[config.mk]
export PLATFORM = sky130hd
export DESIGN_NAME = sdcmd_engine
export DESIGN_NICKNAME = d
export VERILOG_FILES = /design/src/rtl/sdcp_pkg.sv /design/src/rtl/sdcp_tx.sv /design/src/rtl/sdcp_rx.sv /design/src/rtl/sdcp_resp_bank.sv /design/src/rtl/sdcmd_engine.sv
export SDC_FILE = /design/constraint.sdc
export NUM_CORES = 1
export LEC_CHECK = 0
export ABC_AREA = 0
export BUFFER_PORTS_ARGS = -buffer_cell sky130_fd_sc_hd__buf_2
export CAP_MARGIN = 20
export CELL_PAD_IN_SITES_DETAIL_PLACEMENT = 1
export CELL_PAD_IN_SITES_GLOBAL_PLACEMENT = 1
export CORE_MARGIN = 2
export CORE_UTILIZATION = 40
export DETAILED_ROUTE_END_ITERATION = 16
export PLACE_DENSITY = 0.84
export SYNTH_ARGS = -nofsm -noshare
export SYNTH_HDL_FRONTEND = slang
export SYNTH_HIERARCHICAL = 1
export SYNTH_SLANG_ARGS = --single-unit
[constraint.sdc]
create_clock -name clk -period 2.7 [get_ports clk]
set_input_delay 0.135 -clock clk [delete_from_list [all_inputs] [get_ports clk]]
set_output_delay 0.135 -clock clk [all_outputs]
set_load 0.03 [all_outputs]
[src/rtl/sdcp_pkg.sv]
package sdcp_pkg;

    localparam int WORD_W   = 32;
    localparam int IDX_W    = 6;
    localparam int CRC_W    = 7;
    localparam int TOK_W    = 48;
    localparam int SHORT_W  = 48;
    localparam int LONG_W   = 136;
    localparam int NWORD    = 4;
    localparam int KEEP_W   = NWORD * WORD_W;
    localparam int CARD_W   = 5;

    // command word field positions
    localparam int F_RESP   = 6;
    localparam int F_LONG   = 7;
    localparam int F_CRC    = 8;
    localparam int F_DATA   = 9;
    localparam int F_WR     = 10;
    localparam int F_WAITD  = 13;
    localparam int F_CARD   = 16;
    localparam int F_START  = 31;

    typedef enum logic [1:0] {
        SQ_IDLE = 2'd0,
        SQ_TX   = 2'd1,
        SQ_RX   = 2'd2
    } seq_state_t;

    typedef struct packed {
        logic [CARD_W-1:0] card;
        logic              data;
        logic              wr;
        logic              resp;
        logic              lng;
        logic              crc_en;
    } cmd_attr_t;

    typedef struct packed {
        logic done;
        logic rto;
        logic rcrc;
        logic ebe;
    } cmd_evt_t;

    function automatic logic [CRC_W-1:0] crc7_calc(input logic [TOK_W-9:0] d);
        logic [CRC_W-1:0] c;
        logic             fb;
        c = '0;
        for (int i = TOK_W - 9; i >= 0; i--) begin
            fb = d[i] ^ c[CRC_W-1];
            c  = {c[CRC_W-2:0], 1'b0};
            if (fb) c = c ^ 7'h09;
        end
        return c;
    endfunction

    function automatic logic [TOK_W-1:0] make_token(input logic [IDX_W-1:0] idx,
                                                    input logic [WORD_W-1:0] arg);
        logic [TOK_W-9:0] body;
        body = {2'b01, idx, arg};
        return {body, crc7_calc(body), 1'b1};
    endfunction

endpackage

[src/rtl/sdcp_tx.sv]
module sdcp_tx #(
    parameter int TOK_W = 48
) (
    input  logic             clk,
    input  logic             rst,
    input  logic             tick_i,
    input  logic             load_i,
    input  logic [TOK_W-1:0] token_i,
    output logic             last_o,
    output logic             cmd_o,
    output logic             cmd_oe_o
);
    localparam int CNT_W = $clog2(TOK_W);

    logic [TOK_W-1:0] sh_q;
    logic [CNT_W-1:0] cnt_q;
    logic             busy_q;

    assign last_o   = busy_q && tick_i && (cnt_q == CNT_W'(TOK_W - 1));
    assign cmd_oe_o = busy_q;
    assign cmd_o    = busy_q ? sh_q[TOK_W-1] : 1'b1;

    always_ff @(posedge clk) begin
        if (rst) begin
            sh_q   <= '0;
            cnt_q  <= '0;
            busy_q <= 1'b0;
        end else if (load_i) begin
            sh_q   <= token_i;
            cnt_q  <= '0;
            busy_q <= 1'b1;
        end else if (busy_q && tick_i) begin
            sh_q  <= {sh_q[TOK_W-2:0], 1'b0};
            cnt_q <= cnt_q + CNT_W'(1);
            if (last_o) busy_q <= 1'b0;
        end
    end
endmodule

[src/rtl/sdcp_rx.sv]
module sdcp_rx #(
    parameter int SHORT_W = 48,
    parameter int LONG_W  = 136,
    parameter int KEEP_W  = 128,
    parameter int TMO_W   = 8
) (
    input  logic              clk,
    input  logic              rst,
    input  logic              tick_i,
    input  logic              arm_i,
    input  logic              long_i,
    input  logic [TMO_W-1:0]  tmo_i,
    input  logic              cmd_i,
    output logic              fin_o,
    output logic              tmo_exp_o,
    output logic [KEEP_W-1:0] frame_o
);
    localparam int CNT_W = $clog2(LONG_W + 1);

    typedef enum logic [1:0] {RX_OFF, RX_HUNT, RX_BITS} rx_state_t;

    rx_state_t         st_q;
    logic [KEEP_W-2:0] sh_q;
    logic [CNT_W-1:0]  cnt_q;
    logic [TMO_W:0]    wait_q;
    logic              long_q;
    logic [CNT_W-1:0]  len;
    logic [TMO_W:0]    limit;

    assign len     = long_q ? CNT_W'(LONG_W) : CNT_W'(SHORT_W);
    assign limit   = (tmo_i == '0) ? {1'b1, {TMO_W{1'b0}}} : {1'b0, tmo_i};
    assign frame_o = {sh_q, cmd_i};

    assign fin_o     = (st_q == RX_BITS) && tick_i && (cnt_q == len - CNT_W'(1));
    assign tmo_exp_o = (st_q == RX_HUNT) && tick_i && cmd_i &&
                       (wait_q + (TMO_W+1)'(1) == limit);

    always_ff @(posedge clk) begin
        if (rst) begin
            st_q   <= RX_OFF;
            sh_q   <= '0;
            cnt_q  <= '0;
            wait_q <= '0;
            long_q <= 1'b0;
        end else begin
            case (st_q)
                RX_OFF: begin
                    if (arm_i) begin
                        st_q   <= RX_HUNT;
                        long_q <= long_i;
                        wait_q <= '0;
                    end
                end
                RX_HUNT: begin
                    if (tick_i) begin
                        if (!cmd_i) begin
                            st_q  <= RX_BITS;
                            sh_q  <= '0;
                            cnt_q <= CNT_W'(1);
                        end else if (tmo_exp_o) begin
                            st_q <= RX_OFF;
                        end else begin
                            wait_q <= wait_q + (TMO_W+1)'(1);
                        end
                    end
                end
                RX_BITS: begin
                    if (tick_i) begin
                        sh_q  <= frame_o[KEEP_W-2:0];
                        cnt_q <= cnt_q + CNT_W'(1);
                        if (fin_o) st_q <= RX_OFF;
                    end
                end
                default: st_q <= RX_OFF;
            endcase
        end
    end
endmodule

[src/rtl/sdcp_resp_bank.sv]
module sdcp_resp_bank #(
    parameter int WORD_W = 32,
    parameter int NWORD  = 4
) (
    input  logic                    clk,
    input  logic                    rst,
    input  logic                    wr_short_i,
    input  logic                    wr_long_i,
    input  logic [NWORD*WORD_W-1:0] frame_i,
    output logic [NWORD*WORD_W-1:0] resp_o
);
    localparam int SHORT_LSB = 8;

    for (genvar w = 0; w < NWORD; w++) begin : g_word
        logic [WORD_W-1:0] word_q;
        always_ff @(posedge clk) begin
            if (rst) begin
                word_q <= '0;
            end else if (wr_long_i) begin
                word_q <= frame_i[w*WORD_W +: WORD_W];
            end else if (wr_short_i && (w == 0)) begin
                word_q <= frame_i[SHORT_LSB +: WORD_W];
            end
        end
        assign resp_o[w*WORD_W +: WORD_W] = word_q;
    end
endmodule

[src/rtl/sdcmd_engine.sv]
module sdcmd_engine
    import sdcp_pkg::*;
#(
    parameter int TMO_W = 8
) (
    input  logic                     clk,
    input  logic                     rst,
    input  logic                     cmd_load_i,
    input  logic [WORD_W-1:0]        cmd_word_i,
    input  logic [WORD_W-1:0]        cmd_arg_i,
    input  logic [TMO_W-1:0]         resp_tmo_i,
    input  logic                     data_busy_i,
    input  logic                     card_tick_i,
    input  logic                     cmd_i,
    output logic                     cmd_o,
    output logic                     cmd_oe_o,
    output logic [WORD_W-1:0]        cmd_word_o,
    output logic [CARD_W-1:0]        card_sel_o,
    output logic                     data_cmd_o,
    output logic                     data_wr_o,
    output logic [NWORD*WORD_W-1:0]  resp_o,
    output logic                     ev_done_o,
    output logic                     ev_rto_o,
    output logic                     ev_rcrc_o,
    output logic                     ev_ebe_o
);
    seq_state_t          state_q;
    logic [WORD_W-1:0]   word_q;
    logic [WORD_W-1:0]   arg_q;
    cmd_attr_t           attr_q;
    cmd_evt_t            evt_q;

    logic                load_ok;
    logic                accept;
    logic                tx_last;
    logic                rx_fin;
    logic                rx_tmo;
    logic [KEEP_W-1:0]   rx_frame;
    logic                crc_bad;

    assign load_ok = cmd_load_i && (state_q == SQ_IDLE) && !word_q[F_START];
    assign accept  = (state_q == SQ_IDLE) && word_q[F_START] &&
                     !(word_q[F_WAITD] && data_busy_i);

    assign crc_bad = crc7_calc(rx_frame[SHORT_W-1:8]) != rx_frame[7:1];

    sdcp_tx #(.TOK_W(TOK_W)) u_tx (
        .clk      (clk),
        .rst      (rst),
        .tick_i   (card_tick_i),
        .load_i   (accept),
        .token_i  (make_token(word_q[IDX_W-1:0], arg_q)),
        .last_o   (tx_last),
        .cmd_o    (cmd_o),
        .cmd_oe_o (cmd_oe_o)
    );

    sdcp_rx #(
        .SHORT_W (SHORT_W),
        .LONG_W  (LONG_W),
        .KEEP_W  (KEEP_W),
        .TMO_W   (TMO_W)
    ) u_rx (
        .clk       (clk),
        .rst       (rst),
        .tick_i    (card_tick_i),
        .arm_i     (tx_last && attr_q.resp),
        .long_i    (attr_q.lng),
        .tmo_i     (resp_tmo_i),
        .cmd_i     (cmd_i),
        .fin_o     (rx_fin),
        .tmo_exp_o (rx_tmo),
        .frame_o   (rx_frame)
    );

    sdcp_resp_bank #(.WORD_W(WORD_W), .NWORD(NWORD)) u_bank (
        .clk        (clk),
        .rst        (rst),
        .wr_short_i (rx_fin && !attr_q.lng),
        .wr_long_i  (rx_fin && attr_q.lng),
        .frame_i    (rx_frame),
        .resp_o     (resp_o)
    );

    always_ff @(posedge clk) begin
        if (rst) begin
            state_q <= SQ_IDLE;
            word_q  <= '0;
            arg_q   <= '0;
            attr_q  <= '0;
            evt_q   <= '0;
        end else begin
            evt_q <= '0;
            if (load_ok) begin
                word_q <= cmd_word_i;
                arg_q  <= cmd_arg_i;
            end
            case (state_q)
                SQ_IDLE: begin
                    if (accept) begin
                        word_q[F_START] <= 1'b0;
                        attr_q.card     <= word_q[F_CARD +: CARD_W];
                        attr_q.data     <= word_q[F_DATA];
                        attr_q.wr       <= word_q[F_WR];
                        attr_q.resp     <= word_q[F_RESP];
                        attr_q.lng      <= word_q[F_LONG];
                        attr_q.crc_en   <= word_q[F_CRC];
                        state_q         <= SQ_TX;
                    end
                end
                SQ_TX: begin
                    if (tx_last) begin
                        if (attr_q.resp) begin
                            state_q <= SQ_RX;
                        end else begin
                            evt_q.done <= 1'b1;
                            state_q    <= SQ_IDLE;
                        end
                    end
                end
                SQ_RX: begin
                    if (rx_tmo) begin
                        evt_q.done <= 1'b1;
                        evt_q.rto  <= 1'b1;
                        state_q    <= SQ_IDLE;
                    end else if (rx_fin) begin
                        evt_q.done <= 1'b1;
                        evt_q.rcrc <= attr_q.crc_en && !attr_q.lng && crc_bad;
                        evt_q.ebe  <= !rx_frame[0];
                        state_q    <= SQ_IDLE;
                    end
                end
                default: state_q <= SQ_IDLE;
            endcase
        end
    end

    assign cmd_word_o = word_q;
    assign card_sel_o = attr_q.card;
    assign data_cmd_o = attr_q.data;
    assign data_wr_o  = attr_q.wr;
    assign ev_done_o  = evt_q.done;
    assign ev_rto_o   = evt_q.rto;
    assign ev_rcrc_o  = evt_q.rcrc;
    assign ev_ebe_o   = evt_q.ebe;
endmodule

==> metrics.cfg <==
[finish]
final_nets=2216
drive_gt1_share_pct=22.79
diodes=0
fin_cells=2753
design_area_um2=21660
areaGrowthSynthToFinish_pct=22.97

[floorplanning]
dieArea_um2=45730
row_count=76
initial_utilization_pct=40.71
die-width_um=213.8
fp.dieH_um=213.8
io_pins=251
core_um2=43270

[synth]
synthCells=1868
ys_seq_area_share_pct=46.60
synth_edf_count=0
synth.avg_cell_area_um2=9.429
synth.distinct_cells=76
synth_top_area_share_pct=46.60
ys_warn_count=6
ys_top_cells_by_area=dfxtp_1 (47%), mux2i_1 (7.4%), nor2_1 (6.2%), a22oi_1 (5.5%), xnor2_1 (5.2%)
ys.flop_type=dfxtp_1
ys_seq_elements=410
async_flop_share_pct=0
synth_area_leader_cell=dfxtp_1
netlist_area_um2=17610

[drt]
ant_nets=0
drc=0
routed_wl_um=58320
drtIter0Drc=948
vias=15091
dr.pass1.iters=5
wl_per_cell_um=21.19
drt-vias-per-instance=5.482

[clock_network]
cts.sinks=410
h-tree-depth=2
path_clk_slew_ps=60
insertion_delay_ps=580
numCtsBuffers=44
cts_tree=done
root_buffer=clkbuf_16
clock_path_buffers=3

[grt]
antenna_found_initial=0
grtUsageTotal_pct=23.97
grt_first_pass_wirelength_um=86840
grt_overflow=0
grt_max_degree=143
grt_pass1_vias=15828

[power_and_ir_drop]
p_leak_nw=8.381
power_mw=16.73
power.density_nw_per_um2=772.3
vdd_drop_max_uv=609.6

[critical_path]
cp_max_fo=5
worstPathRequired_ps=3210
reg2reg_setup_slack_ps=-80
worst_r2r_endpoint=ev_rcrc_o$_SDFF_PP0_
r2r-start=u_rx/sh_q[40]$_SDFFE_PP0P_
arrival_ps=3300
r2r_cells=9
start_kind=flop
cp-end-kind=flop
path_class=reg -> reg

[timing]
max_slew_margin_pct=45.52
finalSetupViolCount=3
fin_ws_ps=-84.03
tightest_slew_ps=817.1
finClkSkew_ps=16.01
whs_ps=27.64
slew_viol_final=0
finalSetupTns_ps=-218.0
fmax_mhz=359.2
rsz0062_at_grt=yes
min_period_ps=2784
hold_viol=0
fin_crit_sh_pct=103.1

[job]
max-cap-violations=0

[worst_hold_path]
holdPathEnd=cmd_word_o[25]$_SDFFE_PP0P_
hp-class=in -> reg
hp-start=rst
min_path_cells=2

[place]
hpwlAfterDp_um=33580
dpl.cell_count=2602
placed_area_um2=19200
portBuffers=250
gp_congestion=0.8234

[status]
violations=setup timing
outcome=finished, violations left

## worst max path at each step
| stage | end | start | slack [ps] |
|---|---|---|---|
| 2_1_floorplan | ev_rcrc_o$_SDFF_PP0_ | u_rx/sh_q[45]$_SDFFE_PP0P_ | 90 |
| 3_3_place_gp | ev_rcrc_o$_SDFF_PP0_ | u_rx/sh_q[37]$_SDFFE_PP0P_ | 40 |
| 3_5_place_dp | ev_rcrc_o$_SDFF_PP0_ | u_rx/sh_q[41]$_SDFFE_PP0P_ | -110 |
| 4_1_cts | ev_rcrc_o$_SDFF_PP0_ | u_rx/sh_q[39]$_SDFFE_PP0P_ | 1 |
| 5_1_grt | u_tx/sh_q[1]$_SDFFE_PP0P_ | cmd_word_o[3]$_SDFFE_PP0P_ | -210 |
| 6_report | ev_rcrc_o$_SDFF_PP0_ | u_rx/sh_q[40]$_SDFFE_PP0P_ | -80 |
## timing repair
item                                   4_1_cts  5_1_grt
endpoints found under the hold margin       68        0
hold buffers                                66        0
setup buffers                                0        3
setup endpoints to repair                    5        8
pin swaps                                    1       13
gates resized for setup                      6       40
## cell families after synthesis
group,share of synthesized area (%)
and+or+nand+nor,16.61
DFF,46.60
AOI/OAI and AO/OA,14.50
buffers and inverters,5.278
xor gates and xnor gates,9.093
muxes,7.452
adders and majority gates,0.4262
other,0.04264
## state kept, by name, summed over array words and instances, names as in the netlist
name                  count
ev_rcrc_o                 1
u_rx/sh_q               127
state_q                   2
u_bank/g_word.word_q    128
u_rx/st_q                 2
data_wr_o                 1
u_tx/cnt_q                6
card_sel_o                5
u_tx/sh_q                48
data_cmd_o                1
u_rx/long_q               1
u_rx/wait_q               9
arg_q                    32
ev_ebe_o                  1
attr_q                    3
ev_done_o                 1
cmd_word_o               32
u_tx/cmd_oe_o             1
u_rx/cnt_q                8
ev_rto_o                  1
## synthesized netlist by cell type, types with 3 or more instances
master and n:
dfxtp_1 410, nor2_1 292, nand2_1 212, mux2i_1 130
a22oi_1 129, xnor2_1 105, clkbuf_1 88, a21oi_1 84
nand3_1 69, a311oi_1 46, xor2_1 33, nor2b_1 31
a211oi_2 30, buf_2 22, o21ai_0 16, buf_6 13
buf_4 12, xnor3_1 10, inv_1 9, buf_12 7
a21o_2 6, ha_1 6, nand4_1 6, nor3_1 6
or4_1 6, o21a_1 5, or2_2 5, nor2b_4 4
nor4_1 4, or3_1 4, and2_1 3, and3b_1 3
xnor2_2 3, xnor3_2 3
## power by group
group          leakage [nW]  internal, mW  switching, mW
registers              3.32          6.34          0.275
logic                  4.31          1.56           2.14
clock network         0.750          3.74           2.67
total                  8.38          11.6           5.08
## metrics by stage
step	worst slack (ps)	util [%]
floorplan	89.71	-
global placement	41.56	44.38
detailed placement	-107.5	44.38
CTS	0.9959	49.51
global route	-208.3	50.06
finish	-84.03	50.06
## metal layers
metal | track usage (%) | vias up | wire, µm
met1 | 28.38 | 7525 | 23710
met4 | 7.974 | 0 | 1640
met2 | 43.27 | 485 | 29910
met3 | 4.745 | 116 | 3058
met5 | 0 | - | 0
li1 | - | 6965 | -
## area by class of cell
class	instances	area, µm²
multi-input combinational	1300	8743
inverter	11	46.29
tap	585	732.0
sequential	410	8223
clock inverter	19	232.7
clock buffer	63	1292
fill	4879	21610
timing repair buffer	365	2390
## critical path: stages (launching register included)
cell     delay (ps)
dfxtp_1         510
xnor2_1         160
xnor2_1         380
xnor3_2         380
xnor2_2         270
xnor3_1         400
and2_4          190
a21oi_1         160
o22ai_1         110
a31oi_1         160
## layout by cell type (no fill, tap or decap), types with 44 or more instances in the layout
master,n
a21oi_1,84
a22oi_1,129
a311oi_1,46
buf_2,249
clkbuf_16,44
dfxtp_1,400
dlygate4sd3_1,66
mux2i_1,130
nand2_1,212
nand3_1,69
nor2_1,291
xnor2_1,81
(Power assumes the default switching activity.)
